==> config.mk <==
export PLATFORM = sky130hd
export DESIGN_NAME = wrq_stream_fmt
export DESIGN_NICKNAME = d
export VERILOG_FILES = /design/src/rtl/wsf_pkg.sv /design/src/rtl/wsf_dpath.sv /design/src/rtl/wsf_ctrl.sv /design/src/rtl/wrq_stream_fmt.sv
export SDC_FILE = /design/constraint.sdc
export NUM_CORES = 2
export LEC_CHECK = 0
export ABC_CLOCK_PERIOD_IN_PS = 12600
export BUFFER_PORTS_ARGS = -buffer_cell sky130_fd_sc_hd__buf_2
export CAP_MARGIN = 20
export CORE_ASPECT_RATIO = 0.6
export CORE_MARGIN = 4
export CORE_UTILIZATION = 60
export DETAILED_ROUTE_END_ITERATION = 12
export PLACE_DENSITY = 0.83
export SETUP_SLACK_MARGIN = 0.2
export SLEW_MARGIN = 20
export SYNTH_ARGS = -nofsm -noshare
export SYNTH_HDL_FRONTEND = slang
export SYNTH_SLANG_ARGS = --single-unit
==> constraint.sdc <==
create_clock -name clk -period 12.6 [get_ports clk]
set_input_delay 2.52 -clock clk [delete_from_list [all_inputs] [get_ports clk]]
set_output_delay 2.52 -clock clk [all_outputs]
set_load 0.02 [all_outputs]
==> src/rtl/wsf_pkg.sv <==
package wsf_pkg;
  typedef struct packed {
    logic load;     // capture a new request
    logic advance;  // payload beat accepted, step to next
  } wsf_strobe_t;
endpackage

==> src/rtl/wsf_dpath.sv <==
module wsf_dpath import wsf_pkg::*; #(
  parameter int BEAT_BYTES = 16,
  parameter int SIZE_W     = 9,
  parameter int DEST_W     = 16,
  parameter int TAIL_W     = 80,
  localparam int BEAT_W    = 8 * BEAT_BYTES,
  localparam int LANE_W    = $clog2(BEAT_BYTES),
  localparam int IDX_W     = SIZE_W - LANE_W,
  localparam int EMPTY_W   = LANE_W - 1,
  localparam int HDR_W     = SIZE_W + 10 + DEST_W + TAIL_W
) (
  input  logic               clk,
  input  logic               rstN,
  input  wsf_strobe_t        strobe,
  input  logic               wrEn,
  input  logic [IDX_W-1:0]   wrIdx,
  input  logic [BEAT_W-1:0]  wrData,
  input  logic [SIZE_W-1:0]  reqSize,
  input  logic               reqCrf,
  input  logic [1:0]         reqPrio,
  input  logic [1:0]         reqTt,
  input  logic [3:0]         reqFtype,
  input  logic [DEST_W-1:0]  reqDestId,
  input  logic [TAIL_W-1:0]  reqTail,
  output logic               reqZero,
  output logic               isLast,
  output logic [HDR_W-1:0]   hdData,
  output logic [BEAT_W-1:0]  pdData,
  output logic [EMPTY_W-1:0] pdEmpty
);
  localparam int MAX_BEATS  = 1 << IDX_W;
  localparam int SHORT_ID_W = 8;

  logic [BEAT_W-1:0]  store [MAX_BEATS];
  logic [IDX_W-1:0]   beatIdx;
  logic [IDX_W-1:0]   lastIdx;
  logic [EMPTY_W-1:0] emptyReg;

  logic [SIZE_W-1:0]  sizeM1;
  logic [LANE_W-1:0]  padBytes;
  logic [DEST_W-1:0]  destOut;

  always_comb begin
    reqZero  = (reqSize == '0);
    sizeM1   = reqSize - 1'b1;
    padBytes = LANE_W'(0) - reqSize[LANE_W-1:0];
    destOut  = reqDestId;
    if (reqTt == 2'b00) destOut[DEST_W-1:SHORT_ID_W] = '0;
  end

  always_ff @(posedge clk) begin
    if (wrEn) store[wrIdx] <= wrData;
  end

  always_ff @(posedge clk) begin
    if (!rstN) begin
      hdData   <= '0;
      beatIdx  <= '0;
      lastIdx  <= '0;
      emptyReg <= '0;
    end else if (strobe.load) begin
      hdData   <= {reqSize, 1'b0, reqCrf, reqPrio, reqTt, reqFtype, destOut, reqTail};
      beatIdx  <= '0;
      lastIdx  <= IDX_W'(sizeM1 >> LANE_W);
      emptyReg <= EMPTY_W'(padBytes >> 1);
    end else if (strobe.advance) begin
      beatIdx  <= beatIdx + 1'b1;
    end
  end

  assign isLast  = (beatIdx == lastIdx);
  assign pdData  = store[beatIdx];
  assign pdEmpty = isLast ? emptyReg : '0;

  // virtual channel bit never set
  a_r2_vc_zero: assert property (@(posedge clk) disable iff (!rstN)
    hdData[HDR_W-SIZE_W-1] == 1'b0);

  // short-ID transport type implies cleared upper destination byte
  a_r3_short_id: assert property (@(posedge clk) disable iff (!rstN)
    (hdData[TAIL_W+DEST_W+5:TAIL_W+DEST_W+4] == 2'b00)
      |-> (hdData[TAIL_W+DEST_W-1:TAIL_W+SHORT_ID_W] == '0));

  // beat index never passes the final beat
  a_r4_idx_bound: assert property (@(posedge clk) disable iff (!rstN)
    strobe.advance |-> beatIdx <= lastIdx);
endmodule

==> src/rtl/wsf_ctrl.sv <==
module wsf_ctrl import wsf_pkg::*; (
  input  logic        clk,
  input  logic        rstN,
  input  logic        start,
  input  logic        reqZero,
  input  logic        isLast,
  input  logic        hdReady,
  input  logic        pdReady,
  output wsf_strobe_t strobe,
  output logic        busy,
  output logic        hdValid,
  output logic        pdValid,
  output logic        pdSop,
  output logic        pdEop
);
  logic hdPend, pdActive, sopFlag;
  logic hdAccept, pdAccept;

  assign busy           = hdPend | pdActive;
  assign hdAccept       = hdPend & hdReady;
  assign pdAccept       = pdActive & pdReady;
  assign strobe.load    = start & ~busy;
  assign strobe.advance = pdAccept;

  always_ff @(posedge clk) begin
    if (!rstN) begin
      hdPend   <= 1'b0;
      pdActive <= 1'b0;
      sopFlag  <= 1'b0;
    end else if (strobe.load) begin
      hdPend   <= 1'b1;
      pdActive <= ~reqZero;
      sopFlag  <= 1'b1;
    end else begin
      if (hdAccept) hdPend <= 1'b0;
      if (pdAccept) begin
        sopFlag <= 1'b0;
        if (isLast) pdActive <= 1'b0;
      end
    end
  end

  assign hdValid = hdPend;
  assign pdValid = pdActive;
  assign pdSop   = pdActive & sopFlag;
  assign pdEop   = pdActive & isLast;

  // zero-length request raises only the header
  a_r10_hdr_only: assert property (@(posedge clk) disable iff (!rstN)
    (strobe.load && reqZero) |=> (hdValid && !pdValid));

  // start while busy leaves the header pending
  a_r9_ignore_busy: assert property (@(posedge clk) disable iff (!rstN)
    (start && hdValid && !hdReady) |=> hdValid);
endmodule

==> src/rtl/wrq_stream_fmt.sv <==
module wrq_stream_fmt import wsf_pkg::*; (
  input  logic         clk,
  input  logic         rstN,
  input  logic         wrEn,
  input  logic [4:0]   wrIdx,
  input  logic [127:0] wrData,
  input  logic         start,
  input  logic [8:0]   reqSize,
  input  logic         reqCrf,
  input  logic [1:0]   reqPrio,
  input  logic [1:0]   reqTt,
  input  logic [3:0]   reqFtype,
  input  logic [15:0]  reqDestId,
  input  logic [79:0]  reqTail,
  output logic         busy,
  output logic         hdValid,
  input  logic         hdReady,
  output logic [114:0] hdData,
  output logic         pdValid,
  input  logic         pdReady,
  output logic [127:0] pdData,
  output logic         pdSop,
  output logic         pdEop,
  output logic [2:0]   pdEmpty
);
  wsf_strobe_t strobe;
  logic reqZero, isLast;

  wsf_ctrl i_ctrl (
    .clk(clk), .rstN(rstN), .start(start), .reqZero(reqZero), .isLast(isLast),
    .hdReady(hdReady), .pdReady(pdReady), .strobe(strobe), .busy(busy),
    .hdValid(hdValid), .pdValid(pdValid), .pdSop(pdSop), .pdEop(pdEop)
  );

  wsf_dpath #(.BEAT_BYTES(16), .SIZE_W(9), .DEST_W(16), .TAIL_W(80)) i_dpath (
    .clk(clk), .rstN(rstN), .strobe(strobe), .wrEn(wrEn), .wrIdx(wrIdx),
    .wrData(wrData), .reqSize(reqSize), .reqCrf(reqCrf), .reqPrio(reqPrio),
    .reqTt(reqTt), .reqFtype(reqFtype), .reqDestId(reqDestId), .reqTail(reqTail),
    .reqZero(reqZero), .isLast(isLast), .hdData(hdData), .pdData(pdData),
    .pdEmpty(pdEmpty)
  );

  // stalled header holds
  a_r7_hd_hold: assert property (@(posedge clk) disable iff (!rstN)
    (hdValid && !hdReady) |=> (hdValid && $stable(hdData)));

  // stalled payload beat holds
  a_r7_pd_hold: assert property (@(posedge clk) disable iff (!rstN)
    (pdValid && !pdReady) |=> (pdValid && $stable(pdData) && $stable(pdEop) && $stable(pdSop)));

  // payload valid drops after final beat accepted
  a_r7_eop_drop: assert property (@(posedge clk) disable iff (!rstN)
    (pdValid && pdEop && pdReady) |=> !pdValid);

  // a non-final accepted beat is followed by another beat
  a_r4_continue: assert property (@(posedge clk) disable iff (!rstN)
    (pdValid && !pdEop && pdReady) |=> (pdValid && !pdSop));

  // first beat of a packet carries start-of-packet
  a_r5_sop_first: assert property (@(posedge clk) disable iff (!rstN)
    $rose(pdValid) |-> (pdSop && hdValid));

  // empty is zero away from the final beat
  a_r6_empty_final: assert property (@(posedge clk) disable iff (!rstN)
    (pdValid && !pdEop) |-> (pdEmpty == 3'd0));
endmodule

==> flow_metrics.py <==
metrics = {
    "global_route": {
        "globalRouteTotalUtil": 0.346,
        "antenna_found_initial": 64,
        "grt_pass1_wl_um": 658000,
        "grt_max_degree": 138,
        "grt-ovfl-total": 0,
        "grt_pass1_vias": 85366,
    },
    "sta": {
        "fin_crit_sh": 0.635,
        "final_hold_viol_count": 0,
        "min_period_ns": 8.00,
        "final.setup_skew_ns": 0.00673,
        "setup_tns_ns": 0,
        "fmax_mhz": 125,
        "worst_slack_ns": 4.60,
        "slew_headroom": 0.0756,
        "finalSetupViolCount": 0,
        "drv_slew": 0,
        "grt_setup_unrepaired": "false",
        "tightest_slew_ns": 1.39,
    },
    "setup_path": {
        "cp_data_required_time_ns": 10.08,
        "r2r_start": "i_ctrl.pdValid",
        "criticalPathCategory": "register to output port",
        "r2r_setup_slack_ns": 10.42,
        "reg2regPathDepth": 5,
        "cp_max_fo": 131,
        "r2r-end": "i_dpath.hdData[24]",
        "arrival_ns": 5.48,
        "startpoint_type": "register",
        "endpoint_kind": "output port",
    },
    "final_layout": {
        "fin_nets": 7840,
        "finalNonFillerCells": 11373,
        "num-fill-cells": 14828,
        "drive_gt1_frac": 0.273,
        "synthToLayoutAreaGrowth_pct": 11.5,
    },
    "clock_network": {
        "cts_buffers": 361,
        "h-tree-depth": 5,
        "cts_tree": "done",
        "clock-sinks": 4231,
        "path_clk_slew_ns": 0.06,
        "worstSkewPairLatency_ns": 0.86,
        "cts_resized": 0,
        "ctsHoldBuffers": 0,
        "clockRootBuffer": "clkbuf_16",
        "postCtsSetupBuffers": 0,
        "cts_buffer_depth": 4,
    },
    "die": {
        "placementRows": 145,
        "chipWidth_um": 670,
        "num_io_pins": 504,
        "initial_core_util": 0.605,
        "die_h_um": 405,
        "die_area_sq_um": 271000,
        "core_area_sq_um": 261000,
    },
    "hold_path": {
        "hp-class": "register to register",
        "min_path_cells": 2,
        "hold_end": "i_dpath.emptyReg[0]",
        "hp-start": "i_dpath.emptyReg[0]",
    },
    "status": {
        "outcome": "finished, final reports clean",
    },
    "logic_synthesis": {
        "synth_ff_type": "edfxtp_1",
        "synthCells": 6957,
        "synth_cell_types": 44,
        "ys_seq_area_frac": 0.797,
        "synth_edf_count": 4096,
        "syn_area_per_cell_sq_um": 22.7,
        "ys_ff_latch": 4231,
        "yosysWarningCount": 0,
        "synthesis.nets": 7212,
        "syn_area_sq_um": 158000,
        "async_flop_share": 0,
    },
    "route": {
        "drt-pass1-iter-count": 9,
        "ant_nets": 0,
        "remaining_drc_errors": 0,
        "drtIter0Drc": 17223,
        "wire_per_inst_um": 41.5,
        "num_vias": 83964,
        "via_per_inst": 7.38,
        "drt-total-wl_um": 472000,
    },
    "place": {
        "port_buffers": 502,
        "dp.cells": 10672,
        "gp_congestion": 0.782,
        "hpwl_um": 208000,
        "pre_cts_slack_ns": 5.49,
    },
    "power_and_ir_drop": {
        "p_leak_nw": 53.5,
        "p_per_area_nw_per_um2": 160,
        "power_mw": 28.1,
        "ir_drop_uv": 143,
    },
    "run": {
        "drv_cap": 0,
    },
}
## cell usage after synthesis (8+ instances only)
library cell     n  share of area
edfxtp_1      4096           0.78
mux4_2         940           0.13
o22ai_1        428          0.017
nand2_1        248         0.0059
mux2i_1        168          0.011
clkbuf_1       137         0.0033
dfxtp_1        135          0.017
a21oi_1        134         0.0043
buf_2          125         0.0040
nor4_1         108         0.0043
a22oi_1        105         0.0050
buf_6           65         0.0046
nor2_1          52         0.0012
nand3_1         50         0.0016
buf_1           30        0.00071
buf_4           24         0.0011
nand4_1         21        0.00083
clkbuf_4        11        0.00052
and2_1           9        0.00036
xor2_1           9        0.00050
a22o_1           8        0.00044
## critical path: stages, from the launching register on
cell,delay [ns]
dfxtp_4,0.82
buf_12,0.69
buf_4,1.00
mux4_2,0.44
o22ai_1,0.21
nor4_1,0.95
buf_2,0.32
## kinds of logic after synthesis
family	after synthesis	share of synthesized area
DFF	4231	0.797
muxes	1108	0.145
AOI/OAI and AO/OA	685	0.0271
and+or+nand+nor	518	0.0155
buffers and inverters	397	0.0144
xor gates and xnor gates	15	0.000833
adders and majority gates	2	0.000159
other	1	0.0000238
## worst max-delay path by stage
stage | from | endpoint | slack, ns | cells past startpoint
final | register | pdData[70] | 4.60 | 6
after global routing | register | pdData[22] | 4.55 | 6
after CTS | register | pdData[70] | 4.48 | 6
after global placement | register | pdData[89] | 5.56 | 6
after detailed placement | register | pdData[71] | 5.49 | 6
after floorplan | wrIdx[1] | i_dpath.store[12][0] | 3.48 | 3
## flip-flops by register name, indices dropped and copies added, names as in the netlist, named ones only
register,flops
i_dpath.emptyReg,3
i_ctrl.pdValid,1
i_ctrl.sopFlag,1
i_dpath.lastIdx,5
i_ctrl.hdValid,1
i_dpath.hdData,114
i_dpath.store,4096
i_dpath.beatIdx,5
## power breakdown
part,internal (mW),switching [mW]
logic,0.393,0.717
registers,15.6,0.0835
clock network,6.02,5.24
## routing by layer
metal  track usage  vias up  part of all wire
li1              -    30933                 -
met1         0.455    42437              0.31
met2         0.540     8839              0.48
met3        0.0914     1725              0.15
met4         0.183       30             0.062
met5             0        -           0.00034
## through the flow
stage	instance area (sq um)	hold slack, ns	utilization
after detailed placement	164000	0.443	0.629
after CTS	176000	0.452	0.673
after global routing	176000	0.465	0.674
final	176000	0.449	0.674
after global placement	164000	0.438	0.629
after floorplan	158000	0.427	-
## cells in the final DEF (no fill, tap or decap), types with 8 or more instances in the layout
master     instances
dfxtp_1          132
a22oi_1          105
clkbuf_16        368
bufinv_16         31
edfxtp_1        4096
xor2_1             9
mux4_2           940
clkinv_1         102
buf_2            503
nand3_1           50
nor4_2             9
nor2_1            17
nand4_1           21
buf_4            116
clkbuf_1          66
nand2_1          246
nor2_4            33
nor4_1            99
buf_12            31
a21oi_1          134
diode_2           44
a22o_1             8
o22ai_1          428
mux2i_1          168
clkinv_2          61
## final cells by class
cell class	count	area, sq um	share of cell area
multi-input cells	2329	30100	0.171
repair buffers	658	4150	0.0236
clock buffers	435	9470	0.0539
diodes	44	110	0.000626
clock inverters	218	1910	0.0109
inverters	4	16.3	0.0000925
flip-flops and latches	4231	126000	0.715
well taps	3454	4320	0.0246
No activity file was read; power rests on OpenSTA's default activity.
